`src/rtl/txd_pkg.sv`:
```
package txd_pkg;
    typedef enum logic {
        KIND_BREAK = 1'b0,
        KIND_FILL  = 1'b1
    } txd_kind_e;

    typedef enum logic {
        ST_IDLE = 1'b0,
        ST_WAIT = 1'b1
    } txd_state_e;

    typedef struct packed {
        txd_state_e st;
        logic       level;
        logic       done;
    } txd_ctrl_s;
endpackage

```
`src/rtl/txd_count.sv`:
```
module txd_count #(
    parameter int unsigned W = 16
) (
    input  logic         clk,
    input  logic         rst_n,
    input  logic         load,
    input  logic [W-1:0] load_val,
    input  logic         dec,
    input  logic         clear,
    output logic         zero
);
    logic [W-1:0] cnt_d, cnt_q;

    always_comb begin
        cnt_d = cnt_q;
        if (clear)
            cnt_d = '0;
        else if (load)
            cnt_d = load_val;
        else if (dec)
            cnt_d = cnt_q - 1'b1;
    end

    always_ff @(posedge clk or negedge rst_n) begin
        if (!rst_n)
            cnt_q <= '0;
        else
            cnt_q <= cnt_d;
    end

    assign zero = (cnt_q == '0);
endmodule

```
`src/rtl/txd_ctrl.sv`:
```
module txd_ctrl
    import txd_pkg::*;
(
    input  logic clk,
    input  logic rst_n,
    input  logic cmd_valid,
    input  logic cmd_kind,
    input  logic period_zero,
    input  logic embed_en,
    input  logic tick_en,
    input  logic cnt_zero,
    output logic load,
    output logic dec,
    output logic clear,
    output logic hold,
    output logic level,
    output logic done
);
    txd_ctrl_s st_d, st_q;

    always_comb begin
        st_d      = st_q;
        st_d.done = 1'b0;
        load      = 1'b0;
        dec       = 1'b0;
        clear     = 1'b0;
        unique case (st_q.st)
            ST_IDLE: begin
                if (cmd_valid && embed_en) begin
                    if (period_zero) begin
                        st_d.done = 1'b1;
                    end else begin
                        st_d.st    = ST_WAIT;
                        st_d.level = cmd_kind;
                        load       = 1'b1;
                    end
                end
            end
            ST_WAIT: begin
                if (!embed_en) begin
                    st_d.st    = ST_IDLE;
                    st_d.level = 1'b1;
                    clear      = 1'b1;
                end else if (cnt_zero) begin
                    st_d.st    = ST_IDLE;
                    st_d.level = 1'b1;
                    st_d.done  = 1'b1;
                end else begin
                    dec = tick_en;
                end
            end
            default: st_d = st_q;
        endcase
    end

    always_ff @(posedge clk or negedge rst_n) begin
        if (!rst_n) begin
            st_q.st    <= ST_IDLE;
            st_q.level <= 1'b1;
            st_q.done  <= 1'b0;
        end else begin
            st_q <= st_d;
        end
    end

    assign hold  = (st_q.st == ST_WAIT);
    assign level = st_q.level;
    assign done  = st_q.done;
endmodule

```
`src/rtl/txdly_timer.sv`:
```
module txdly_timer #(
    parameter int unsigned PERIOD_W = 16
) (
    input  logic                clk,
    input  logic                rst_n,
    input  logic                cmd_valid,
    input  logic                cmd_kind,
    input  logic [PERIOD_W-1:0] cmd_period,
    input  logic                embed_en,
    input  logic                tick_en,
    output logic                tx_hold,
    output logic                line_force_val,
    output logic                line_force_en,
    output logic                done
);
    logic load, dec, clear, cnt_zero, hold, level;

    txd_ctrl u_ctrl (
        .clk         (clk),
        .rst_n       (rst_n),
        .cmd_valid   (cmd_valid),
        .cmd_kind    (cmd_kind),
        .period_zero (cmd_period == '0),
        .embed_en    (embed_en),
        .tick_en     (tick_en),
        .cnt_zero    (cnt_zero),
        .load        (load),
        .dec         (dec),
        .clear       (clear),
        .hold        (hold),
        .level       (level),
        .done        (done)
    );

    txd_count #(.W(PERIOD_W)) u_count (
        .clk      (clk),
        .rst_n    (rst_n),
        .load     (load),
        .load_val (cmd_period),
        .dec      (dec),
        .clear    (clear),
        .zero     (cnt_zero)
    );

    assign tx_hold        = hold;
    assign line_force_en  = hold;
    assign line_force_val = level;
endmodule

```
`config.mk`:
```
export PLATFORM = sky130hd
export DESIGN_NAME = txdly_timer
export DESIGN_NICKNAME = d
export VERILOG_FILES = /design/src/rtl/txd_pkg.sv /design/src/rtl/txd_count.sv /design/src/rtl/txd_ctrl.sv /design/src/rtl/txdly_timer.sv
export SDC_FILE = /design/constraint.sdc
export NUM_CORES = 1
export LEC_CHECK = 0
export CAP_MARGIN = 10
export CELL_PAD_IN_SITES_DETAIL_PLACEMENT = 1
export CELL_PAD_IN_SITES_GLOBAL_PLACEMENT = 1
export CORE_ASPECT_RATIO = 2
export CORE_MARGIN = 3
export CORE_UTILIZATION = 34
export DETAILED_ROUTE_END_ITERATION = 6
export MAX_ROUTING_LAYER = met4
export PLACE_DENSITY_LB_ADDON = 0.1
export SYNTH_ARGS = -nofsm -noshare
export SYNTH_HDL_FRONTEND = slang
export SYNTH_SLANG_ARGS = --single-unit
export TNS_END_PERCENT = 30
```
`constraint.sdc`:
```
create_clock -name clk -period 2.23 [get_ports clk]
set_clock_uncertainty 0.15 [all_clocks]
set_input_delay 0.446 -clock clk [delete_from_list [all_inputs] [get_ports clk]]
set_output_delay 0.446 -clock clk [all_outputs]
set_load 0.05 [all_outputs]
```
==> flow_summary.ini, run 1 <==
[critical_path]
rrSetupSlack_ns = 0.12
crit_path_end_kind = flip-flop
worstPathRequired_ns = 2.26
startpoint_type = flip-flop
worstPathArrival_ns = 2.14
crit_fanout = 7
worstSetupPathType = reg -> reg

[clocking]
clk_pin_slew_ns = 0.07
cts_max_level = 1
clk_latency_ns = 0.26
cts_tree = built
clock_path_buffers = 2
clock-root-buffer = clkbuf_8
clock_sinks = 19
cts_buffers = 3

[synth]
ys_async_sr_fraction_pct = 100.0
netlist_area_um2 = 1235
synth_top_area_cell = dfrtp_1
syn_area_per_cell_um2 = 9.080
yosysMostFrequentCell = nand2_1
synth_edf_count = 0
yosysWarnings = 0
synth_area_leaders = dfrtp_1, nand2_1, nor2_1
synth_ff_type = dfrtp_1
seq_area_frac_synth_pct = 38.60
synthCells = 136
ys_ff_latch = 19
yosys-top-cells-count = nand2_1, dfrtp_1, nor2_1
synth_nets = 159
ys_types = 43
synth_top_area_share_pct = 36.47

[sta]
finalCritPeriodShare_pct = 94.62
relSlewSlack_pct = 66.82
tightestPinTransition_ns = 0.4961
min_period_ns = 2.110
setup_viol = 0
slew_viol_final = 0
timing.fmax_mhz = 474.0
hold_viol = 0

[pwr]
finalPower_w = 0.001505
vdd_drop_max_uv = 418.4
p_leak_nw = 0.8707
p_per_area_nw_per_um2 = 777.5

[drt]
vias = 1383
drt_wl_total_um = 4677
drc = 0
dr.pass1.iters = 4
wl_per_cell_um = 19.01
postRouteAntennaNets = 0
vias_per_cell = 5.622
drt_first_iter_violations = 37

[place]
io_buffers = 25
post-dp-hpwl_um = 3734
placed_area_um2 = 1793
gp_congestion = 0.9253

[grt]
grt_pass1_wl_um = 7838
overflow = 0
grt_pass1_vias = 1547
grtUsageTotal_pct = 23.54
grt_max_degree = 14
antenna_found_initial = 0

[flow_run]
max_cap_violations = 0

[die]
io_pins = 26
initial_core_util_pct = 35.76
die-height_um = 91.23
coreArea_um2 = 3453
rows = 30
die_area_um2 = 4435
die_w_um = 48.62

[finish]
design_area_um2 = 1936
drive_above_1_share_pct = 30.30
areaGrowthSynthToFinish_pct = 56.74
fin_nets = 222
diodes = 0
fill_cells = 417

[worst_hold_path]
hp-class = in -> async

[outcome]
outcome = completed
==> through the flow <==
step	hold WS (ns)	worst slack, ns	TNS [ns]	cells	util (%)
after floorplan	0.0004089	0.1562	0	136	-
after global placement	0.3697	-0.4192	-7.180	239	51.92
after detailed placement	0.4022	-0.5324	-9.149	239	51.92
after CTS	0.3571	0.02571	0	243	53.91
after global routing	0.3559	-0.002017	-0.002017	246	56.05
final	0.3380	0.1201	0	246	56.05
==> layout by cell type (no fill, tap or decap), types with 3 or more instances in the layout <==
master	n
buf_4	37
nand2_1	20
dfrtp_1	18
nor2_1	16
o21ai_1	11
dlygate4sd2_1	8
clkdlybuf4s50_1	7
dlymetal6s2s_1	6
a221o_1	5
inv_1	4
nor4_2	4
a21oi_1	4
nor4_4	3
nand4_1	3
nand3_1	3
o21ai_0	3
a22oi_1	3
or4_1	3
clkbuf_8	3
==> where the power goes <==
group          switching [W]  total, W  internal, W
Sequential          0.000111  0.000530     0.000419
Combinational       0.000380  0.000724     0.000344
Clock               0.000124  0.000251     0.000127
Total               0.000615   0.00150     0.000890
==> timing repair <==
item | CTS | global route
setup endpoints to repair | 19 | 16
hold buffers | 0 | 0
setup buffers | 1 | 3
pin swaps | 6 | 8
resized for setup | 16 | 12
==> registers in the layout (all words and copies together), names as in the netlist <==
register and cells:
u_ctrl.done 1, u_count.cnt_q 16, u_ctrl.level 1, u_ctrl.hold 1
==> final timing paths <==
check                                                  start                             to  cells after the start
worst max-delay path            u_count.cnt_q[1]$_DFFE_PN0P_  u_count.cnt_q[10]$_DFFE_PN0P_                      9
worst min-delay path                                   rst_n   u_count.cnt_q[7]$_DFFE_PN0P_                      1
worst max register to register  u_count.cnt_q[1]$_DFFE_PN0P_  u_count.cnt_q[10]$_DFFE_PN0P_                      9
worst min register to register      u_ctrl.level$_DFFE_PN1P_       u_ctrl.level$_DFFE_PN1P_                      2
max in group asynchronous                              rst_n  u_count.cnt_q[15]$_DFFE_PN0P_                      2
min in group clk                               cmd_period[8]   u_count.cnt_q[8]$_DFFE_PN0P_                      3
==> logic make-up (layout without fill, tap and decap cells) <==
| family | count (synthesis) | in the layout | synth area share (%) |
|---|---|---|---|
| flops | 19 | 19 | 38.60 |
| buf+inv | 9 | 71 | 3.850 |
| mux | 1 | 1 | 0.8106 |
| fa+ha+maj | 1 | 1 | 1.013 |
| xor+xnor | 2 | 2 | 1.419 |
| simple gates | 63 | 63 | 29.58 |
| compound gates | 41 | 41 | 24.72 |
==> worst max-delay path: stages (launching register included) <==
cell and delay (ns):
dfrtp_1 0.38, inv_1 0.09, ha_4 0.14, nor4b_4 0.27
buf_4 0.20, a41oi_2 0.15, a211oi_4 0.31, buf_6 0.18
o21ai_1 0.07, o211ai_1 0.09
==> layer usage <==
layer  vias up  global-route usage, %  wire, um
li1        640                      -         -
met1       691                  23.40      1682
met2        38                  43.07      2654
met3        14                  3.612       158
met4         0                  11.88       181
met5         -                      -         0
==> cell type report <==
type | count | area [um2] | share of cell area, %
inverters | 4 | 15.01 | 0.7757
multi-input cells | 108 | 773.2 | 39.95
well taps | 48 | 60.06 | 3.103
repair buffers | 63 | 565.5 | 29.22
clock buffers | 4 | 45.04 | 2.327
flip-flops and latches | 19 | 476.7 | 24.63
(Power assumes the default switching activity.)
==> run 2: changes to the inputs <==
- SETUP_SLACK_MARGIN: default -> 0.5
==> run 2 against run 1 <==
Against the previous run:
- largest cell class unchanged
- routed wire length grew 20%
- fmax grew 0.73%
- first-iteration DRC count is the same
- critical path depth is the same
- highest routed layer unchanged
- core utilization grew 3.9 points
- power grew 14%
==> flow_summary.ini, run 2 (synthesized netlist as in run 1, its figures left out) <==
[clocking]
clock_path_buffers = 2
clock_sinks = 19
cts_hold_buf = 0
cts_max_level = 1
cts_buffers = 3
clock-root-buffer = clkbuf_8
clk_pin_slew_ns = 0.07
cts_tree = built
clk_latency_ns = 0.27

[finish]
fin_nets = 227
fill_cells = 396
areaGrowthSynthToFinish_pct = 67.58
diodes = 0
mostFrequentLayoutCell = buf_4
finish.utilization_pct = 59.93
layout_common_cells = buf_4, nand2_1, nor2_1, dfrtp_1
regMostFlops = u_count.cnt_q
drive_above_1_share_pct = 44.83
largest_register_ffs = 16

[place]
gp_congestion = 0.8270
post-place-ws_ns = -0.4983
post-dp-hpwl_um = 3495
io_buffers = 25

[sta]
rsz0062_at_grt = yes
setup_viol = 0
relSlewSlack_pct = 65.77
setup_slack_ns = 0.1353
min_period_ns = 2.095
timing.fmax_mhz = 477.4
slew_viol_final = 0
tightestPinTransition_ns = 0.5154
timing.hold.ws_ns = 0.2848
tns_ns = 0
finalCritPeriodShare_pct = 93.93
hold_viol = 0

[critical_path]
startpoint_type = input port
r2r_start = u_count.cnt_q[9]$_DFFE_PN0P_
timing.rr.end = u_count.cnt_q[14]$_DFFE_PN0P_
worstPathRequired_ns = 2.28
worstPathArrival_ns = 2.14
crit_fanout = 7
reg2reg_depth = 6
rrSetupSlack_ns = 0.16
crit_path_end_kind = flip-flop
worstSetupPathType = in -> reg

[grt]
grtUsageTotal_pct = 27.26
antenna_found_initial = 0
grt_max_degree = 20
grt_pass1_wl_um = 8914
overflow = 0
grt_pass1_vias = 1718

[drt]
wl_met3_um = 318
vias_per_cell = 6.092
wl_per_cell_um = 22.39
drt_first_iter_violations = 37
wl_met1_um = 1873
dr_wl_met2_um = 3050
vias = 1529
postRouteAntennaNets = 0
dr.pass1.iters = 4
drc = 0
drt_wl_total_um = 5620
highest_layer = met4

[die]
die_area_um2 = 4435
rows = 30
coreArea_um2 = 3453
initial_core_util_pct = 35.76
die-height_um = 91.23
io_pins = 26
die_w_um = 48.62

[worst_hold_path]
hold_end = u_count.cnt_q[6]$_DFFE_PN0P_
holdPathStages = 3
hp-class = in -> reg
hp-start = cmd_period[6]

[flow_run]
max_cap_violations = 0

[pwr]
p_leak_nw = 0.8724
p_per_area_nw_per_um2 = 829.0
vdd_drop_max_uv = 431.8

[outcome]
outcome = completed
[run 2: power breakdown]
| group | switching (W) | internal, W |
|---|---|---|
| combinational | 0.000465 | 0.000428 |
| sequential | 0.000148 | 0.000419 |
| clock | 0.000130 | 0.000125 |
| total | 0.000744 | 0.000972 |
[run 2: what timing repair did]
action	CTS	global route
endpoints found under the setup margin	22	22
pin swaps	20	6
gates cloned	2	0
resized for setup	75	12
setup buffers	11	3
[run 2: worst max path at each step]
stage / slack, ns / cells past startpoint / startpoint / end
final: 0.14 / 9 / cmd_period[15] / u_count.cnt_q[13]$_DFFE_PN0P_
after global routing: 0.03 / 5 / u_count.cnt_q[4]$_DFFE_PN0P_ / u_count.cnt_q[14]$_DFFE_PN0P_
after CTS: 0.22 / 9 / u_count.cnt_q[0]$_DFFE_PN0P_ / u_count.cnt_q[14]$_DFFE_PN0P_
after detailed placement: -0.50 / 8 / cmd_period[11] / u_count.cnt_q[4]$_DFFE_PN0P_
after global placement: -0.48 / 7 / cmd_period[11] / u_count.cnt_q[12]$_DFFE_PN0P_
after floorplan: 0.28 / 8 / u_count.cnt_q[0]$_DFFE_PN0P_ / u_count.cnt_q[2]$_DFFE_PN0P_
[run 2: cell type report]
| cell class | count | area (um2) | area share, % |
|---|---|---|---|
| multi-input cells | 108 | 875.8 | 42.32 |
| repair buffers | 68 | 593.1 | 28.66 |
| flip-flops and latches | 19 | 479.2 | 23.16 |
| well taps | 48 | 60.06 | 2.902 |
| clock buffers | 3 | 41.29 | 1.995 |
| inverters | 4 | 15.01 | 0.7255 |
| clock inverters | 1 | 5.005 | 0.2418 |
[run 2: worst max-delay path, cell delays in order]
cell	delay, ns
clkdlybuf4s15_2	0.21
nor4_4	0.35
nand4_1	0.20
buf_4	0.19
a211oi_4	0.32
buf_6	0.17
buf_16	0.12
o21ai_2	0.05
nand3_1	0.09
[run 2: routing by layer]
metal	global-route usage (%)	vias to the layer above
li1	-	655
met1	25.36	752
met2	49.55	87
met3	5.090	35
met4	17.10	0
met5	-	-
[run 2: per-stage QoR]
| stage | cells | total power (W) | instance area [um2] |
|---|---|---|---|
| 5_1_grt | 251 | 0.001801 | 2069 |
| 3_5_place_dp | 231 | 0.001166 | 1742 |
| 6_report | 251 | 0.001716 | 2069 |
| 3_3_place_gp | 231 | 0.001138 | 1742 |
| 2_1_floorplan | 136 | 0.0008834 | 1257 |
| 4_1_cts | 248 | 0.001601 | 1994 |
==> run 3: changes to the inputs <==
- CORE_UTILIZATION: 34 -> 35
- CTS_BUF_LIST: default -> sky130_fd_sc_hd__clkbuf_2 sky130_fd_sc_hd__clkbuf_4 sky130_fd_sc_hd__clkbuf_8
- PLACE_DENSITY: default -> 0.87
- PLACE_DENSITY_LB_ADDON: 0.1 -> default
==> run 3 against run 2 <==
Against the previous run:
- final area up 2.4%
- critical path type is now reg -> reg
- power rose by 2.6%
- die area shrank 2.6%
==> flow_summary.ini, run 3 (synthesized netlist as in run 1, its figures left out) <==
[drt]
drt_wl_total_um = 6241
vias = 1600
dr.pass1.iters = 4
drt_first_iter_violations = 50
vias_per_cell = 6.478
drc = 0
postRouteAntennaNets = 0
wl_per_cell_um = 25.27

[sta]
rsz0062_at_grt = yes
min_period_ns = 2.196
timing.hold.ws_ns = 0.3130
finalCritPeriodShare_pct = 98.48
setup_viol = 0
slew_viol_final = 0
hold_viol = 0
tightestPinTransition_ns = 0.4983
relSlewSlack_pct = 66.67
tns_ns = 0
timing.fmax_mhz = 455.3

[die]
die-height_um = 90.01
die_area_um2 = 4320
coreArea_um2 = 3266
die_w_um = 48
rows = 29
initial_core_util_pct = 37.82
io_pins = 26

[place]
post-dp-hpwl_um = 3632
gp_congestion = 0.8845
placed_area_um2 = 1760
place_inst = 221
io_buffers = 25

[finish]
drive_above_1_share_pct = 45.37
fill_cells = 364
fin_nets = 240
design_area_um2 = 2120
areaGrowthSynthToFinish_pct = 71.63
regMostFlops = u_count.cnt_q
diodes = 0
instances_no_fill = 247
layout_common_cells = buf_4, nand2_1, dfrtp_1, nor2_1, o21ai_1
mostFrequentLayoutCell = buf_4
largest_register_ffs = 16

[critical_path]
crit_path_end_kind = flip-flop
worstPathArrival_ns = 2.26
worstSetupPathType = reg -> reg
crit_fanout = 6
critPathSlowestCell = dfrtp_1
critPathMostFrequentCell = buf_6
max_stage_delay_ns = 0.40
path_cells = inv_2 -> ha_4 -> nor4b_4 -> buf_4 -> a41oi_4 -> a211oi_4 -> buf_6 -> buf_6 -> a221o_1
worstPathRequired_ns = 2.29
startpoint_type = flip-flop

[clocking]
clk_latency_ns = 0.27
clock_sinks = 19
clock-root-buffer = clkbuf_8
cts_max_level = 1
clock_path_buffers = 2
cts_buffers = 3
clk_pin_slew_ns = 0.08
cts_tree = built

[outcome]
outcome = completed

[grt]
grt_pass1_vias = 1781
grt_pass1_wl_um = 9252
grtUsageTotal_pct = 31.19
antenna_found_initial = 0
grt_max_degree = 20
overflow = 0

[pwr]
vdd_drop_max_uv = 497.0
p_leak_nw = 0.9172
p_per_area_nw_per_um2 = 830.2

[flow_run]
max_cap_violations = 0

[worst_hold_path]
hp-class = in -> reg
[run 3: worst paths after layout]
check | slack (ns) | to | cells past startpoint | start
min in group asynchronous | 0.37 | u_count.cnt_q[5]$_DFFE_PN0P_ | 2 | rst_n
worst min register to register | 0.44 | u_ctrl.level$_DFFE_PN1P_ | 2 | u_ctrl.level$_DFFE_PN1P_
max in group asynchronous | 1.28 | u_ctrl.level$_DFFE_PN1P_ | 2 | rst_n
worst max register to register | 0.03 | u_count.cnt_q[15]$_DFFE_PN0P_ | 9 | u_count.cnt_q[1]$_DFFE_PN0P_
worst min-delay path | 0.31 | u_count.cnt_q[1]$_DFFE_PN0P_ | 2 | cmd_period[1]
worst max-delay path | 0.03 | u_count.cnt_q[15]$_DFFE_PN0P_ | 9 | u_count.cnt_q[1]$_DFFE_PN0P_
[run 3: layer usage]
metal	share of wire [%]	GRT usage, %
met3	4.8	4.200
met2	56	51.33
met1	33	31.04
met4	6.4	20.90
met5	0	-
[run 3: power breakdown]
group	switching [W]	total, W	leakage [nW]	internal [W]
sequential	0.000143	0.000563	0.241	0.000419
combinational	0.000497	0.000935	0.650	0.000437
clock	0.000137	0.000263	0.0255	0.000125
[run 3: stage by stage]
stage / setup slack (ns) / util [%] / total power (W)
2_1_floorplan: 0.2787 / - / 0.0008834
3_3_place_gp: -0.3117 / 53.91 / 0.001139
3_5_place_dp: -0.3060 / 53.91 / 0.001183
4_1_cts: 0.1826 / 62.34 / 0.001591
5_1_grt: -0.04091 / 64.90 / 0.001842
6_report: 0.03384 / 64.90 / 0.001760
[run 3: critical path, delay by kind of cell, from the launching register on]
kind | cells | cell delay [ns]
adders and majority gates | 1 | 0.16
AOI/OAI and AO/OA | 3 | 0.55
DFF | 1 | 0.40
buffers and inverters | 4 | 0.57
and+or+nand+nor | 1 | 0.29
[run 3: what timing repair did]
item | 4_1_cts | 5_1_grt
gates resized for setup | 71 | 11
endpoints found under the setup margin | 22 | 22
setup buffers | 14 | 6
hold buffers | 0 | 0
gates cloned | 2 | 0
pin swaps | 16 | 11
[run 3: final cells by class]
| type | instances | area [um2] | area share (%) |
|---|---|---|---|
| multi-input cells | 109 | 877.1 | 41.38 |
| repair buffers | 80 | 663.1 | 31.29 |
| clock inverters | 1 | 5.005 | 0.2361 |
| clock buffers | 3 | 41.29 | 1.948 |
| well taps | 31 | 38.79 | 1.830 |
| flip-flops and latches | 19 | 479.2 | 22.61 |
| inverters | 4 | 15.01 | 0.7084 |
